`src/rtl/hbs_pkg.sv`:
```
package hbs_pkg;

    typedef enum logic [1:0] {
        LEG_OFF = 2'd0,
        LEG_HI  = 2'd1,
        LEG_LO  = 2'd2
    } leg_sel_e;

    typedef struct packed {
        leg_sel_e a;
        leg_sel_e b;
    } bridge_tgt_t;

    // cmd = {dir_a, dir_b}
    function automatic bridge_tgt_t decode_cmd(input logic [1:0] cmd, input logic pwm_on);
        bridge_tgt_t t;
        unique case (cmd)
            2'b00:   begin t.a = LEG_OFF; t.b = LEG_OFF; end
            2'b10:   begin t.a = LEG_HI;  t.b = pwm_on ? LEG_LO : LEG_HI; end
            2'b01:   begin t.a = pwm_on ? LEG_LO : LEG_HI; t.b = LEG_HI; end
            default: begin t.a = LEG_HI;  t.b = LEG_HI; end
        endcase
        return t;
    endfunction

endpackage

```
`src/rtl/hbs_sync.sv`:
```
module hbs_sync #(
    parameter int WIDTH  = 2,
    parameter int STAGES = 2
) (
    input  logic             clk,
    input  logic             rst_n,
    input  logic             clr,
    input  logic [WIDTH-1:0] d,
    output logic [WIDTH-1:0] q
);
    logic [WIDTH-1:0] stg_d [STAGES];
    logic [WIDTH-1:0] stg_q [STAGES];

    always_comb begin
        stg_d[0] = clr ? '0 : d;
        for (int i = 1; i < STAGES; i++) begin
            stg_d[i] = clr ? '0 : stg_q[i-1];
        end
    end

    generate
        for (genvar g = 0; g < STAGES; g++) begin : g_stage
            always_ff @(posedge clk or negedge rst_n) begin
                if (!rst_n) stg_q[g] <= '0;
                else        stg_q[g] <= stg_d[g];
            end
        end
    endgenerate

    assign q = stg_q[STAGES-1];
endmodule

```
`src/rtl/hbs_persist.sv`:
```
module hbs_persist #(
    parameter int LIMIT = 300
) (
    input  logic clk,
    input  logic rst_n,
    input  logic clr,
    input  logic flag,
    output logic hit
);
    localparam int CW = $clog2(LIMIT + 1);

    logic [CW-1:0] cnt_d, cnt_q;

    always_comb begin
        cnt_d = cnt_q;
        if (clr || !flag)               cnt_d = '0;
        else if (cnt_q != CW'(LIMIT))   cnt_d = cnt_q + 1'b1;
    end

    always_ff @(posedge clk or negedge rst_n) begin
        if (!rst_n) cnt_q <= '0;
        else        cnt_q <= cnt_d;
    end

    assign hit = (cnt_q == CW'(LIMIT));

    AST_PERSIST_RELEASE: assert property (@(posedge clk) disable iff (!rst_n)
        !flag |=> !hit);
endmodule

```
`src/rtl/hbs_leg.sv`:
```
module hbs_leg
    import hbs_pkg::*;
#(
    parameter int DEAD = 2
) (
    input  logic     clk,
    input  logic     rst_n,
    input  leg_sel_e tgt,
    output logic     hs,
    output logic     ls
);
    localparam int DW = $clog2(DEAD + 1);

    typedef struct packed {
        leg_sel_e      cur;
        logic [DW-1:0] cnt;
    } leg_st_t;

    leg_st_t st_d, st_q;

    always_comb begin
        st_d = st_q;
        if (tgt == st_q.cur) begin
            if (st_q.cnt != '0) st_d.cnt = st_q.cnt - 1'b1;
        end else if (st_q.cur != LEG_OFF) begin
            st_d.cur = LEG_OFF;
            st_d.cnt = DW'(DEAD - 1);
        end else if (st_q.cnt == '0) begin
            st_d.cur = tgt;
        end else begin
            st_d.cnt = st_q.cnt - 1'b1;
        end
    end

    always_ff @(posedge clk or negedge rst_n) begin
        if (!rst_n) st_q <= '{cur: LEG_OFF, cnt: '0};
        else        st_q <= st_d;
    end

    assign hs = (st_q.cur == LEG_HI);
    assign ls = (st_q.cur == LEG_LO);

    AST_LEG_EXCLUSIVE: assert property (@(posedge clk) disable iff (!rst_n)
        !(hs && ls));
    AST_LEG_GAP_LO: assert property (@(posedge clk) disable iff (!rst_n)
        ls |-> !$past(hs));
    AST_LEG_GAP_HI: assert property (@(posedge clk) disable iff (!rst_n)
        hs |-> !$past(ls));
endmodule

```
`src/rtl/hbridge_supervisor.sv`:
```
module hbridge_supervisor
    import hbs_pkg::*;
#(
    parameter int SYNC_STAGES  = 2,
    parameter int DEAD_CYCLES  = 2,
    parameter int PULSE_CYCLES = 4,
    parameter int ILIM_CYCLES  = 27_500_000,
    parameter int OCP_CYCLES   = 300
) (
    input  logic clk,
    input  logic rst_n,
    input  logic dir_a,
    input  logic dir_b,
    input  logic pwm_on,
    input  logic ilim_flag,
    input  logic ocp_flag,
    input  logic ot_flag,
    input  logic uv_flag,
    output logic gate_a_hi,
    output logic gate_a_lo,
    output logic gate_b_hi,
    output logic gate_b_lo,
    output logic bridge_active,
    output logic fault_n
);
    localparam int PW = $clog2(PULSE_CYCLES + 1);

    typedef struct packed {
        logic          ocp_lat;
        logic          prev_sleep;
        logic [PW-1:0] pulse_cnt;
    } sup_st_t;

    sup_st_t     st_d, st_q;
    logic [1:0]  cmd_s;
    logic        sleep_now;
    logic        ilim_hit;
    logic        ocp_hit;
    logic        exit_now;
    logic        shutdown;
    bridge_tgt_t tgt;

    hbs_sync #(.WIDTH(2), .STAGES(SYNC_STAGES)) i_sync (
        .clk  (clk),
        .rst_n(rst_n),
        .clr  (uv_flag),
        .d    ({dir_a, dir_b}),
        .q    (cmd_s)
    );

    assign sleep_now = (cmd_s == 2'b00);

    hbs_persist #(.LIMIT(ILIM_CYCLES)) i_ilim (
        .clk  (clk),
        .rst_n(rst_n),
        .clr  (uv_flag || sleep_now),
        .flag (ilim_flag),
        .hit  (ilim_hit)
    );

    hbs_persist #(.LIMIT(OCP_CYCLES)) i_ocp (
        .clk  (clk),
        .rst_n(rst_n),
        .clr  (uv_flag),
        .flag (ocp_flag),
        .hit  (ocp_hit)
    );

    always_comb begin
        st_d     = st_q;
        exit_now = st_q.prev_sleep && !sleep_now && !uv_flag;
        if (uv_flag) begin
            st_d.ocp_lat    = 1'b0;
            st_d.prev_sleep = 1'b1;
            st_d.pulse_cnt  = '0;
        end else begin
            st_d.ocp_lat    = st_q.ocp_lat || ocp_hit;
            st_d.prev_sleep = sleep_now;
            if (exit_now)                 st_d.pulse_cnt = PW'(PULSE_CYCLES - 1);
            else if (st_q.pulse_cnt != '0) st_d.pulse_cnt = st_q.pulse_cnt - 1'b1;
        end
        shutdown = uv_flag || ot_flag || ocp_hit || st_q.ocp_lat;
        if (shutdown) begin
            tgt.a = LEG_OFF;
            tgt.b = LEG_OFF;
        end else begin
            tgt = decode_cmd(cmd_s, pwm_on);
        end
    end

    always_ff @(posedge clk or negedge rst_n) begin
        if (!rst_n) st_q <= '{ocp_lat: 1'b0, prev_sleep: 1'b1, pulse_cnt: '0};
        else        st_q <= st_d;
    end

    hbs_leg #(.DEAD(DEAD_CYCLES)) i_leg_a (
        .clk  (clk),
        .rst_n(rst_n),
        .tgt  (tgt.a),
        .hs   (gate_a_hi),
        .ls   (gate_a_lo)
    );

    hbs_leg #(.DEAD(DEAD_CYCLES)) i_leg_b (
        .clk  (clk),
        .rst_n(rst_n),
        .tgt  (tgt.b),
        .hs   (gate_b_hi),
        .ls   (gate_b_lo)
    );

    assign bridge_active = !sleep_now && !shutdown;
    assign fault_n = !(shutdown || ilim_hit || exit_now || (st_q.pulse_cnt != '0));

    AST_OCP_HOLD: assert property (@(posedge clk) disable iff (!rst_n)
        (st_q.ocp_lat && !uv_flag) |=> st_q.ocp_lat);
    AST_UV_GATES_OFF: assert property (@(posedge clk) disable iff (!rst_n)
        uv_flag |=> !(gate_a_hi || gate_a_lo || gate_b_hi || gate_b_lo));
    AST_OT_GATES_OFF: assert property (@(posedge clk) disable iff (!rst_n)
        ot_flag |=> !(gate_a_hi || gate_a_lo || gate_b_hi || gate_b_lo));
    AST_SLEEP_GATES_OFF: assert property (@(posedge clk) disable iff (!rst_n)
        sleep_now |=> !(gate_a_hi || gate_a_lo || gate_b_hi || gate_b_lo));
endmodule

```
`config.mk`:
```
export PLATFORM = sky130hd
export DESIGN_NAME = hbridge_supervisor
export DESIGN_NICKNAME = d
export VERILOG_FILES = /design/src/rtl/hbs_pkg.sv /design/src/rtl/hbs_sync.sv /design/src/rtl/hbs_persist.sv /design/src/rtl/hbs_leg.sv /design/src/rtl/hbridge_supervisor.sv
export SDC_FILE = /design/constraint.sdc
export NUM_CORES = 1
export LEC_CHECK = 0
export ABC_AREA = 1
export BUFFER_PORTS_ARGS = -buffer_cell sky130_fd_sc_hd__buf_2
export CORE_MARGIN = 5
export CORE_UTILIZATION = 62
export CTS_BUF_LIST = sky130_fd_sc_hd__clkbuf_8
export DETAILED_ROUTE_END_ITERATION = 8
export GPL_TIMING_DRIVEN = 0
export PLACE_DENSITY = 0.9
export REMOVE_ABC_BUFFERS = 1
export SYNTH_ARGS = -nofsm -noshare
export SYNTH_HDL_FRONTEND = slang
export SYNTH_SLANG_ARGS = --single-unit
```
`constraint.sdc`:
```
create_clock -name clk -period 3.75 [get_ports clk]
set_input_delay 0.375 -clock clk [delete_from_list [all_inputs] [get_ports clk]]
set_output_delay 0.375 -clock clk [all_outputs]
set_load 0.01 [all_outputs]
```
==> results of run 1 <==
cells in the mapped netlist:
cell type / n
o211a_1: 1
nor2_2: 5
xnor2_1: 2
o21ai_0: 17
inv_2: 4
dfstp_2: 1
nand4_4: 1
a22oi_1: 1
ha_1: 8
o21a_1: 1
inv_1: 64
a21oi_2: 1
a21oi_1: 19
xor2_1: 4
nor2_1: 46
nand3_1: 23
dfrtp_1: 50
o21ai_1: 3
nor3_2: 1
nand3_4: 1
clkinv_1: 1
nor3_1: 10
nand3_2: 2
buf_4: 1
o31ai_1: 1
nor3b_1: 1
nand2_4: 3
nor2_8: 1
nand2_2: 2
nor4_1: 4
buf_2: 2
nor2_4: 3
o21ai_2: 2
nand4_1: 13
a31oi_1: 3
nand2_1: 75
or2_2: 1
a211oi_1: 1
final timing paths:
kind | slack, ns | endpoint | from | depth (start not counted)
max | 1.38 | fault_n | i_ilim.cnt_q[0]$_DFFE_PN0P_ | 8
min | 0.27 | i_ocp.cnt_q[5]$_DFFE_PN0P_ | rst_n | 1
max reg2reg | 1.76 | i_ilim.cnt_q[15]$_DFFE_PN0P_ | i_sync.q[1]$_DFF_PN0_ | 6
min reg2reg | 0.48 | i_sync.q[1]$_DFF_PN0_ | i_sync.stg_q[3]$_DFF_PN0_ | 2
max in group asynchronous | 2.79 | i_leg_a.st_q[2]$_DFFE_PN0P_ | rst_n | 1
min in group clk | 0.28 | i_sync.stg_q[2]$_DFF_PN0_ | dir_b | 3
where the power goes:
part / internal, W / switching [W]
Combinational: 0.000105 / 0.000175
Clock: 0.000130 / 0.000183
Sequential: 0.000597 / 0.0000237
critical path: cells and delay by family (launching register included):
kind	cells	cell delay [ns]
DFF	1	0.43
adders and majority gates	1	0.15
and+or+nand+nor	5	0.89
buffers and inverters	2	0.22
layer usage:
metal / global-route usage / wire length, µm
met2: 0.347 / 2740
met3: 0.0442 / 229
met5: 0 / 0
met4: 0.0647 / 32
met1: 0.235 / 2440
area by class of cell:
type / count / area (µm²)
Sequential cell: 51 / 1280
Fill cell: 398 / 1530
Tap cell: 54 / 67.6
Timing Repair Buffer: 14 / 70.1
Multi-Input combinational cell: 256 / 1370
Inverter: 69 / 259
Clock inverter: 3 / 20.0
Clock buffer: 5 / 68.8
logic make-up (layout without fill, tap and decap cells):
family	count (synthesis)	after routing	share of synthesized area
flip-flops	51	51	0.437
AO/OA/AOI/OAI	50	50	0.0958
buffers and inverters	72	91	0.0945
XOR/XNOR	6	6	0.0180
AND/OR/NAND/NOR	192	192	0.321
adder cells (fa/ha/maj)	8	8	0.0342
sequential cells by signal, indices dropped and copies added, names as in the netlist:
| register | cells |
|---|---|
| i_leg_a.st_q | 4 |
| i_sync.q | 2 |
| i_ocp.cnt_q | 9 |
| i_ilim.cnt_q | 25 |
| st_q | 5 |
| i_leg_b.st_q | 4 |
| i_sync.stg_q | 2 |
per-stage QoR:
stage	power [W]	area [µm²]	setup WS (ns)	std cells	utilization
2_1_floorplan	0.000831	2910	2.08	376	-
3_3_place_gp	0.000885	3050	1.65	444	0.654
3_5_place_dp	0.000912	3050	1.69	444	0.654
4_1_cts	0.00123	3140	1.38	452	0.673
5_1_grt	0.00131	3140	1.22	452	0.673
6_report	0.00121	3140	1.38	452	0.673
==> flow_summary_export.csv, run 1 <==
group,metric,value,unit
clocking,worstSkewPairLatency,0.31,ns
timing,setup_tns,0,ns
hold_path,hold_path_class,"primary input to async pin",
yosys,synth_top_area_frac,0.428,
detailed_routing,drt_iter0_markers,127,
yosys,yosysUniqueCellTypes,38,
yosys,ys_warn_count,0,
clocking,path_clk_slew,0.09,ns
clocking,holdBufCountCts,0,
grt,grt_pass1_vias,2386,
clocking,numCtsBuffers,5,
detailed_routing,viasPerCell,5.42,
clocking,root_buffer,"clkbuf_8",
clocking,htreeDepth,2,
grt,track_usage,0.196,
detailed_routing,routed_wl,5.43,mm
floorplanning,dieHeight,78.7,µm
yosys,synth-seq-cells,51,
setup_path,required,3.38,ns
setup_path,path_cells,"inv_1 > ha_1 > nand4_1 > nor4_1 > nand2_1 > nand3_1 > nor2_1 > buf_2",
placement,dp_hpwl,4.12,mm
timing,fmax,423,MHz
setup_path,start_kind,"flop",
timing,period_needed,2.37,ns
timing,tightest_slew,1.12,ns
setup_path,end_kind,"output pin",
grt,grt_first_pass_wirelength,9.80,mm
timing,slew-limit-headroom,0.255,
power_and_ir_drop,ir_worst_vdd,0.000264,V
detailed_routing,post-route-drc-count,0,
finish,n_antenna_cell,0,
floorplanning,rows,25,
floorplanning,ioPinCount,15,
detailed_routing,wl_per_cell,12.0,µm
floorplanning,dieArea,6190,µm²
setup_path,cp_data_arrival_time,1.99,ns
setup_path,slowest_stage,"dfrtp_1",
finish,final_common_cell,"nand2_1",
yosys,yosysSeqAreaShare,0.437,
yosys,netlist_area,2930,µm²
grt,grt-ovfl-total,0,
flow_run,cap_viol_max_count,0,
timing,rsz0062_at_grt,"false",
timing,setup_violations,0,
timing,finalMaxSlewViolations,0,
timing,final-hold-violation-count,0,
detailed_routing,dr.pass1.iters,4,
power_and_ir_drop,powerDensity,387,nW/µm²
timing,period_share,0.631,
clocking,cts_setup_buffers,0,
clocking,cts_sinks,51,
setup_path,critical_path_class,"flop to output pin",
yosys,ys_top_cells_by_area,"dfrtp_1 (43%), nand2_1 (9.6%), inv_1 (8.2%)",
yosys,synth.avg_cell_area,7.72,µm²
detailed_routing,postRouteAntennaNets,0,
finish,layout-drive-gt1-share,0.126,
placement,io_buffers,14,
floorplanning,die_w,78.7,µm
power_and_ir_drop,p_leak,1.56,nW
placement,place.gp.congestion,0.875,
clocking,clockBufferDepth,2,
timing,skew,0.00568,ns
yosys,synthCells,379,
setup_path,crit_fanout,4,
finish,nets,414,
detailed_routing,vias,2449,
yosys,synth_largest_area_cell,"dfrtp_1",
grt,antenna_found_initial,0,
setup_path,slowest_delay,0.43,ns
finish,area_delta_synth_final,7.14,%
clocking,cts_resized,0,
finish,final_cell_mix,"nand2_1 (75), inv_1 (64), dfrtp_1 (50), nor2_1 (46), nand3_1 (23)",
floorplanning,initial_core_util,0.628,
grt,grt_max_degree,52,
clocking,cts_tree,"built",
run_status,status,"completed",
timing,timing.hold.ws,0.267,ns
floorplanning,core_area,4660,µm²
No activity file was read; power rests on OpenSTA's default activity.
==> inputs of run 2 (changes only) <==
- ABC_AREA: 1 -> 0
- CORE_UTILIZATION: 62 -> 57
- PLACE_DENSITY: 0.9 -> 0.87
- clock period: 3.75 -> 2 ns (I/O delays scaled with it)
==> flow_summary_export.csv, run 2 <==
group,metric,value,unit
yosys,synthTopCellsByCount,"dfrtp_1 (50), nor2_1 (26), a21oi_1 (24)",
finish,regArea,1290,µm²
finish,nets,329,
setup_path,slowest_delay,0.50,ns
timing,timing.hold.ws,0.0996,ns
floorplanning,die_w,78.8,µm
power_and_ir_drop,p_int,0.00156,W
grt,grt_max_degree,52,
setup_path,required,1.80,ns
detailed_routing,wl_per_cell,16.0,µm
timing,setup_violations,4,
yosys,ys_top_cells_by_area,"dfrtp_1 (46%), xor2_1 (4.5%), a21oi_1 (4.5%)",
floorplanning,rows,25,
finish,n_antenna_cell,0,
setup_path,cp_top_family,"simple AND/OR/NAND/NOR gates",
timing,rsz0062_at_grt,"true",
detailed_routing,drt_iter0_markers,162,
flow_run,cap_viol_max_count,0,
yosys,yosysSeqAreaShare,0.473,
setup_path,slowest_stage,"nor4_1",
power_and_ir_drop,ir_worst_vdd,0.000554,V
yosys,synth-edff-count,0,
floorplanning,ioPinCount,15,
yosys,synth-seq-cells,51,
timing,worst_slack,-0.124,ns
power_and_ir_drop,p_sw_frac,0.281,
finish,final_cell_mix,"dfrtp_1 (38), nor2_1 (26), a21oi_1 (21), nand2_1 (18), inv_1 (16)",
timing,tightest_slew,1.09,ns
setup_path,r2r_cells,4,
clocking,worstSkewPairLatency,0.30,ns
placement,place.gp.congestion,0.807,
finish,final_common_cell,"dfrtp_1",
yosys,synth_largest_area_cell,"dfrtp_1",
finish,fillers,343,
power_and_ir_drop,p_seq_frac,0.535,
yosys,ys.flop_type,"dfrtp_1",
placement,io_buffers,14,
grt,track_usage,0.191,
finish,layout-drive-gt1-share,0.256,
timing,fmax,471,MHz
finish,final_core_util,0.668,
setup_path,start_kind,"flop",
timing,final-hold-violation-count,0,
power_and_ir_drop,p_leak,1.30,nW
run_status,status,"finished with violations",
setup_path,crit_fanout,4,
grt,grt_pass1_vias,2133,
finish,multi_input_area,1420,µm²
clocking,root_buffer,"clkbuf_8",
setup_path,critical_path_class,"flop to output pin",
clocking,clockBufferDepth,2,
timing,finalMaxSlewViolations,0,
setup_path,crit_cells,5,
detailed_routing,dr.pass1.iters,4,
timing,period_share,1.06,
yosys,netlist_area,2700,µm²
yosys,synth.avg_cell_area,9.44,µm²
floorplanning,dieHeight,78.8,µm
yosys,ys_warn_count,0,
timing,period_needed,2.12,ns
finish,top_regs,"i_ilim.cnt_q: 25 flops, i_ocp.cnt_q: 9 flops, st_q: 5 flops",
detailed_routing,vias,2244,
placement,dp_hpwl,3.54,mm
clocking,holdBufCountCts,0,
floorplanning,dieArea,6210,µm²
detailed_routing,post-route-drc-count,0,
timing,slew-limit-headroom,0.272,
detailed_routing,viasPerCell,6.11,
detailed_routing,routed_wl,5.87,mm
power_and_ir_drop,power_frac_clock,0.262,
grt,antenna_found_initial,0,
yosys,yosysUniqueCellTypes,39,
yosys,synth_top_area_frac,0.464,
clocking,htreeDepth,2,
finish,largest-register,"i_ilim.cnt_q",
floorplanning,core_area,4660,µm²
setup_path,cp_data_arrival_time,1.92,ns
setup_path,path_cells,"nor4_1 > and4_4 > a21oi_2 > and3_1 > buf_2",
grt,grt-ovfl-total,0,
yosys,synthArstFlopShare,1.00,
clocking,path_clk_slew,0.09,ns
hold_path,hold_path_class,"primary input to async pin",
power_and_ir_drop,powerDensity,695,nW/µm²
floorplanning,initial_core_util,0.579,
power_and_ir_drop,power_frac_comb,0.203,
clocking,cts_sinks,51,
grt,grt_first_pass_wirelength,9.54,mm
setup_path,crit_buf_inv,1,
run_status,failed_checks,"negative setup slack",
finish,area_delta_synth_final,15.4,%
power_and_ir_drop,p_switching,0.000608,W
yosys,synthCells,286,
setup_path,end_kind,"output pin",
clocking,cts_tree,"built",
clocking,numCtsBuffers,5,
yosys,synth.most_common_cell,"dfrtp_1",
timing,skew,0.00735,ns
detailed_routing,postRouteAntennaNets,0,
finish,largest_register_ffs,25,
run 2: cell types whose count changed after synthesis, sizes merged, moves of 7 or more:
cell    delta
clkbuf     +8
nor2b      +9
nand2     -61
inv       -50
nand3     -15
o21ai      -7
nor2      -29
xor2      +10
or3       +11
run 2: worst reg2reg max path, cell delays in order (launching register included):
cell and delay [ns]:
dfrtp_2 0.43, nand4_4 0.17, or4_4 0.63, a211oi_1 0.34, mux2_2 0.39
run 2: final timing paths:
kind	to	from	slack (ns)
min reg2reg	i_sync.q[0]$_DFF_PN0_	i_sync.stg_q[2]$_DFF_PN0_	0.47
min	i_leg_a.st_q[1]$_DFFE_PN0P_	rst_n	0.1
max in group asynchronous	i_ilim.cnt_q[0]$_DFFE_PN0P_	rst_n	1.16
max	fault_n	i_ilim.cnt_q[20]$_DFFE_PN0P_	-0.12
min in group clk	i_sync.stg_q[2]$_DFF_PN0_	dir_b	0.11
max reg2reg	i_ilim.cnt_q[15]$_DFFE_PN0P_	i_ilim.cnt_q[5]$_DFFE_PN0P_	-0.07
run 2: layer usage:
| layer | wire length, µm | vias up | share of wire | global-route usage |
|---|---|---|---|---|
| li1 | - | 1073 | - | - |
| met1 | 2590 | 1101 | 0.44 | 0.252 |
| met2 | 2880 | 57 | 0.49 | 0.313 |
| met3 | 279 | 13 | 0.048 | 0.0374 |
| met4 | 116 | 0 | 0.020 | 0.0670 |
| met5 | 0 | - | 0 | 0 |
run 2: what timing repair did:
item                                    CTS  global route
pin swaps                                 6             3
hold endpoints to repair                  0             0
endpoints found under the setup margin   13             8
setup buffers                             6             8
gates resized for setup                  13            25
cloned                                    0             0
run 2: layout make-up:
cell class,instances,area share
repair buffers,28,0.0575
inverters,18,0.0217
clock buffers,5,0.0221
clock inverters,3,0.00482
multi-input cells,208,0.457
well taps,54,0.0217
flip-flops and latches,51,0.415
run 2: power groups by stage:
stage               Sequential, W  Combinational (W)  Clock, W
floorplan                 0.00117           0.000332         0
global placement          0.00117           0.000404         0
detailed placement        0.00118           0.000431         0
CTS                       0.00116           0.000443  0.000581
global route              0.00117           0.000521  0.000619
finish                    0.00116           0.000439  0.000567
run 2: kinds of logic after synthesis:
| kind of cell | after synthesis | share of synthesized area |
|---|---|---|
| AOI/OAI and AO/OA | 54 | 0.118 |
| xor gates and xnor gates | 20 | 0.0649 |
| adders and majority gates | 8 | 0.0371 |
| buffers and inverters | 27 | 0.0380 |
| DFF | 51 | 0.473 |
| muxes | 4 | 0.0158 |
| and+or+nand+nor | 122 | 0.253 |
run 2: through the flow:
| stage | area [µm²] | total power (W) | worst slack (ns) | TNS (ns) | cells |
|---|---|---|---|---|---|
| floorplan | 2660 | 0.00150 | 0.0505 | 0 | 277 |
| global placement | 2800 | 0.00158 | -0.199 | -0.492 | 345 |
| detailed placement | 2800 | 0.00161 | -0.238 | -0.864 | 345 |
| CTS | 2990 | 0.00218 | -0.0395 | -0.0636 | 359 |
| global route | 3110 | 0.00231 | -0.207 | -0.562 | 367 |
| finish | 3110 | 0.00217 | -0.124 | -0.233 | 367 |
==> inputs of run 3 (changes only) <==
- SKIP_LAST_GASP: not set -> 1
==> flow_summary_export.csv, run 3 (synthesis gave the netlist of run 2 again) <==
group,metric,value,unit
setup_path,path_cells,"or4b_4 > o211ai_4 > a21oi_2 > and3_1 > buf_2",
timing,slew-limit-headroom,0.263,
grt,track_usage,0.191,
finish,area_delta_synth_final,13.1,%
run_status,failed_checks,"negative setup slack",
timing,tightest_slew,1.11,ns
placement,dp_hpwl,3.54,mm
finish,final_cell_mix,"dfrtp_1 (44), nor2_1 (26), a21oi_1 (23), nand2_1 (19), inv_1 (16)",
grt,grt_max_degree,52,
hold_path,hold_path_class,"primary input to async pin",
timing,fmax,491,MHz
finish,fillers,350,
floorplanning,ioPinCount,15,
clocking,htreeDepth,2,
timing,period_needed,2.04,ns
floorplanning,rows,25,
placement,io_buffers,14,
run_status,status,"finished with violations",
grt,grt-ovfl-total,0,
placement,placed_cell_area,2800,µm²
power_and_ir_drop,ir_worst_vdd,0.000556,V
setup_path,crit_buf_inv,1,
power_and_ir_drop,p_seq_frac,0.537,
floorplanning,dieHeight,78.8,µm
floorplanning,initial_core_util,0.579,
timing,final-hold-violation-count,0,
power_and_ir_drop,p_int,0.00156,W
setup_path,cp_data_arrival_time,1.84,ns
finish,regArea,1280,µm²
detailed_routing,viasPerCell,5.99,
finish,final_common_cell,"dfrtp_1",
detailed_routing,wl_per_cell,15.0,µm
timing,timing.hold.ws,0.108,ns
floorplanning,core_area,4660,µm²
detailed_routing,dr.pass1.iters,4,
setup_path,crit_fanout,2,
finish,layout-drive-gt1-share,0.206,
placement,place.gp.congestion,0.807,
power_and_ir_drop,p_leak,1.30,nW
setup_path,cp_top_family,"simple AND/OR/NAND/NOR gates",
setup_path,end_kind,"output pin",
floorplanning,dieArea,6210,µm²
grt,grt_first_pass_wirelength,9.54,mm
power_and_ir_drop,p_switching,0.000602,W
grt,grt_pass1_vias,2132,
detailed_routing,drt_iter0_markers,144,
placement,dp.cells,345,
power_and_ir_drop,power_frac_clock,0.260,
timing,period_share,1.02,
flow_run,cap_viol_max_count,0,
finish,n_antenna_cell,0,
setup_path,start_kind,"flop",
timing,finalMaxSlewViolations,0,
power_and_ir_drop,power_frac_comb,0.203,
timing,setup_violations,3,
timing,rsz0062_at_grt,"true",
grt,antenna_found_initial,0,
setup_path,required,1.80,ns
clocking,holdBufCountCts,0,
power_and_ir_drop,p_sw_frac,0.279,
finish,top_regs,"i_ilim.cnt_q: 25 flops, i_ocp.cnt_q: 9 flops, st_q: 5 flops",
setup_path,critical_path_class,"flop to output pin",
finish,stdcell_area,3050,µm²
finish,fin_cells,364,
detailed_routing,routed_wl,5.47,mm
setup_path,slowest_delay,0.57,ns
placement,pre_cts_ws,-0.238,ns
clocking,numCtsBuffers,5,
finish,largest_register_ffs,25,
timing,skew,0.00609,ns
clocking,cts_sinks,51,
timing,worst_slack,-0.0358,ns
floorplanning,die_w,78.8,µm
clocking,cts_tree,"built",
clocking,clockBufferDepth,2,
setup_path,slowest_stage,"or4b_4",
detailed_routing,postRouteAntennaNets,0,
detailed_routing,vias,2179,
clocking,path_clk_slew,0.09,ns
power_and_ir_drop,powerDensity,707,nW/µm²
clocking,root_buffer,"clkbuf_8",
finish,multi_input_area,1400,µm²
detailed_routing,post-route-drc-count,0,
finish,largest-register,"i_ilim.cnt_q",
clocking,worstSkewPairLatency,0.30,ns
finish,nets,326,
## run 3: power by group through the flow
stage          Combinational (W)  Sequential [W]  Clock [W]
6_report                0.000438         0.00116   0.000562
5_1_grt                 0.000520         0.00117   0.000617
4_1_cts                 0.000443         0.00116   0.000581
3_5_place_dp            0.000431         0.00118          0
3_3_place_gp            0.000404         0.00117          0
2_1_floorplan           0.000332         0.00117          0
## run 3: cell type report
cell class | count | area share
timing repair buffer | 25 | 0.0500
multi-input combinational | 208 | 0.457
inverter | 18 | 0.0221
tap | 54 | 0.0221
sequential | 51 | 0.421
clock inverter | 3 | 0.00492
clock buffer | 5 | 0.0226
## run 3: worst paths after layout
check                           depth (start not counted)                            to                         from  slack (ns)
worst min register to register                          1         i_sync.q[0]$_DFF_PN0_    i_sync.stg_q[2]$_DFF_PN0_        0.47
worst max register to register                          5  i_ilim.cnt_q[24]$_DFFE_PN0P_  i_ilim.cnt_q[0]$_DFFE_PN0P_       -0.03
max in group asynchronous                               1    i_ocp.cnt_q[4]$_DFFE_PN0P_                        rst_n        1.14
worst min-delay path                                    1   i_leg_a.st_q[1]$_DFFE_PN0P_                        rst_n        0.11
min in group clk                                        2     i_sync.stg_q[2]$_DFF_PN0_                        dir_b        0.11
worst max-delay path                                    5                       fault_n   i_ocp.cnt_q[6]$_DFFE_PN0P_       -0.04
## run 3: routing by layer
layer	GRT usage	up-vias	routed length [µm]
met5	0	-	0
met4	0.0670	0	73
met3	0.0374	6	190
met2	0.313	48	2710
met1	0.252	1058	2490
li1	-	1067	-
## run 3: what timing repair did
action / 4_1_cts / 5_1_grt
gates resized for setup: 12 / 11
setup endpoints to repair: 13 / 8
setup buffers: 6 / 5
pin swaps: 6 / 1
## run 3: metrics by stage
| step | total power, W | TNS (ns) | util |
|---|---|---|---|
| CTS | 0.00218 | -0.0636 | 0.640 |
| global route | 0.00231 | -0.528 | 0.655 |
| floorplan | 0.00150 | 0 | - |
| global placement | 0.00158 | -0.492 | 0.601 |
| finish | 0.00216 | -0.0816 | 0.655 |
| detailed placement | 0.00161 | -0.864 | 0.601 |
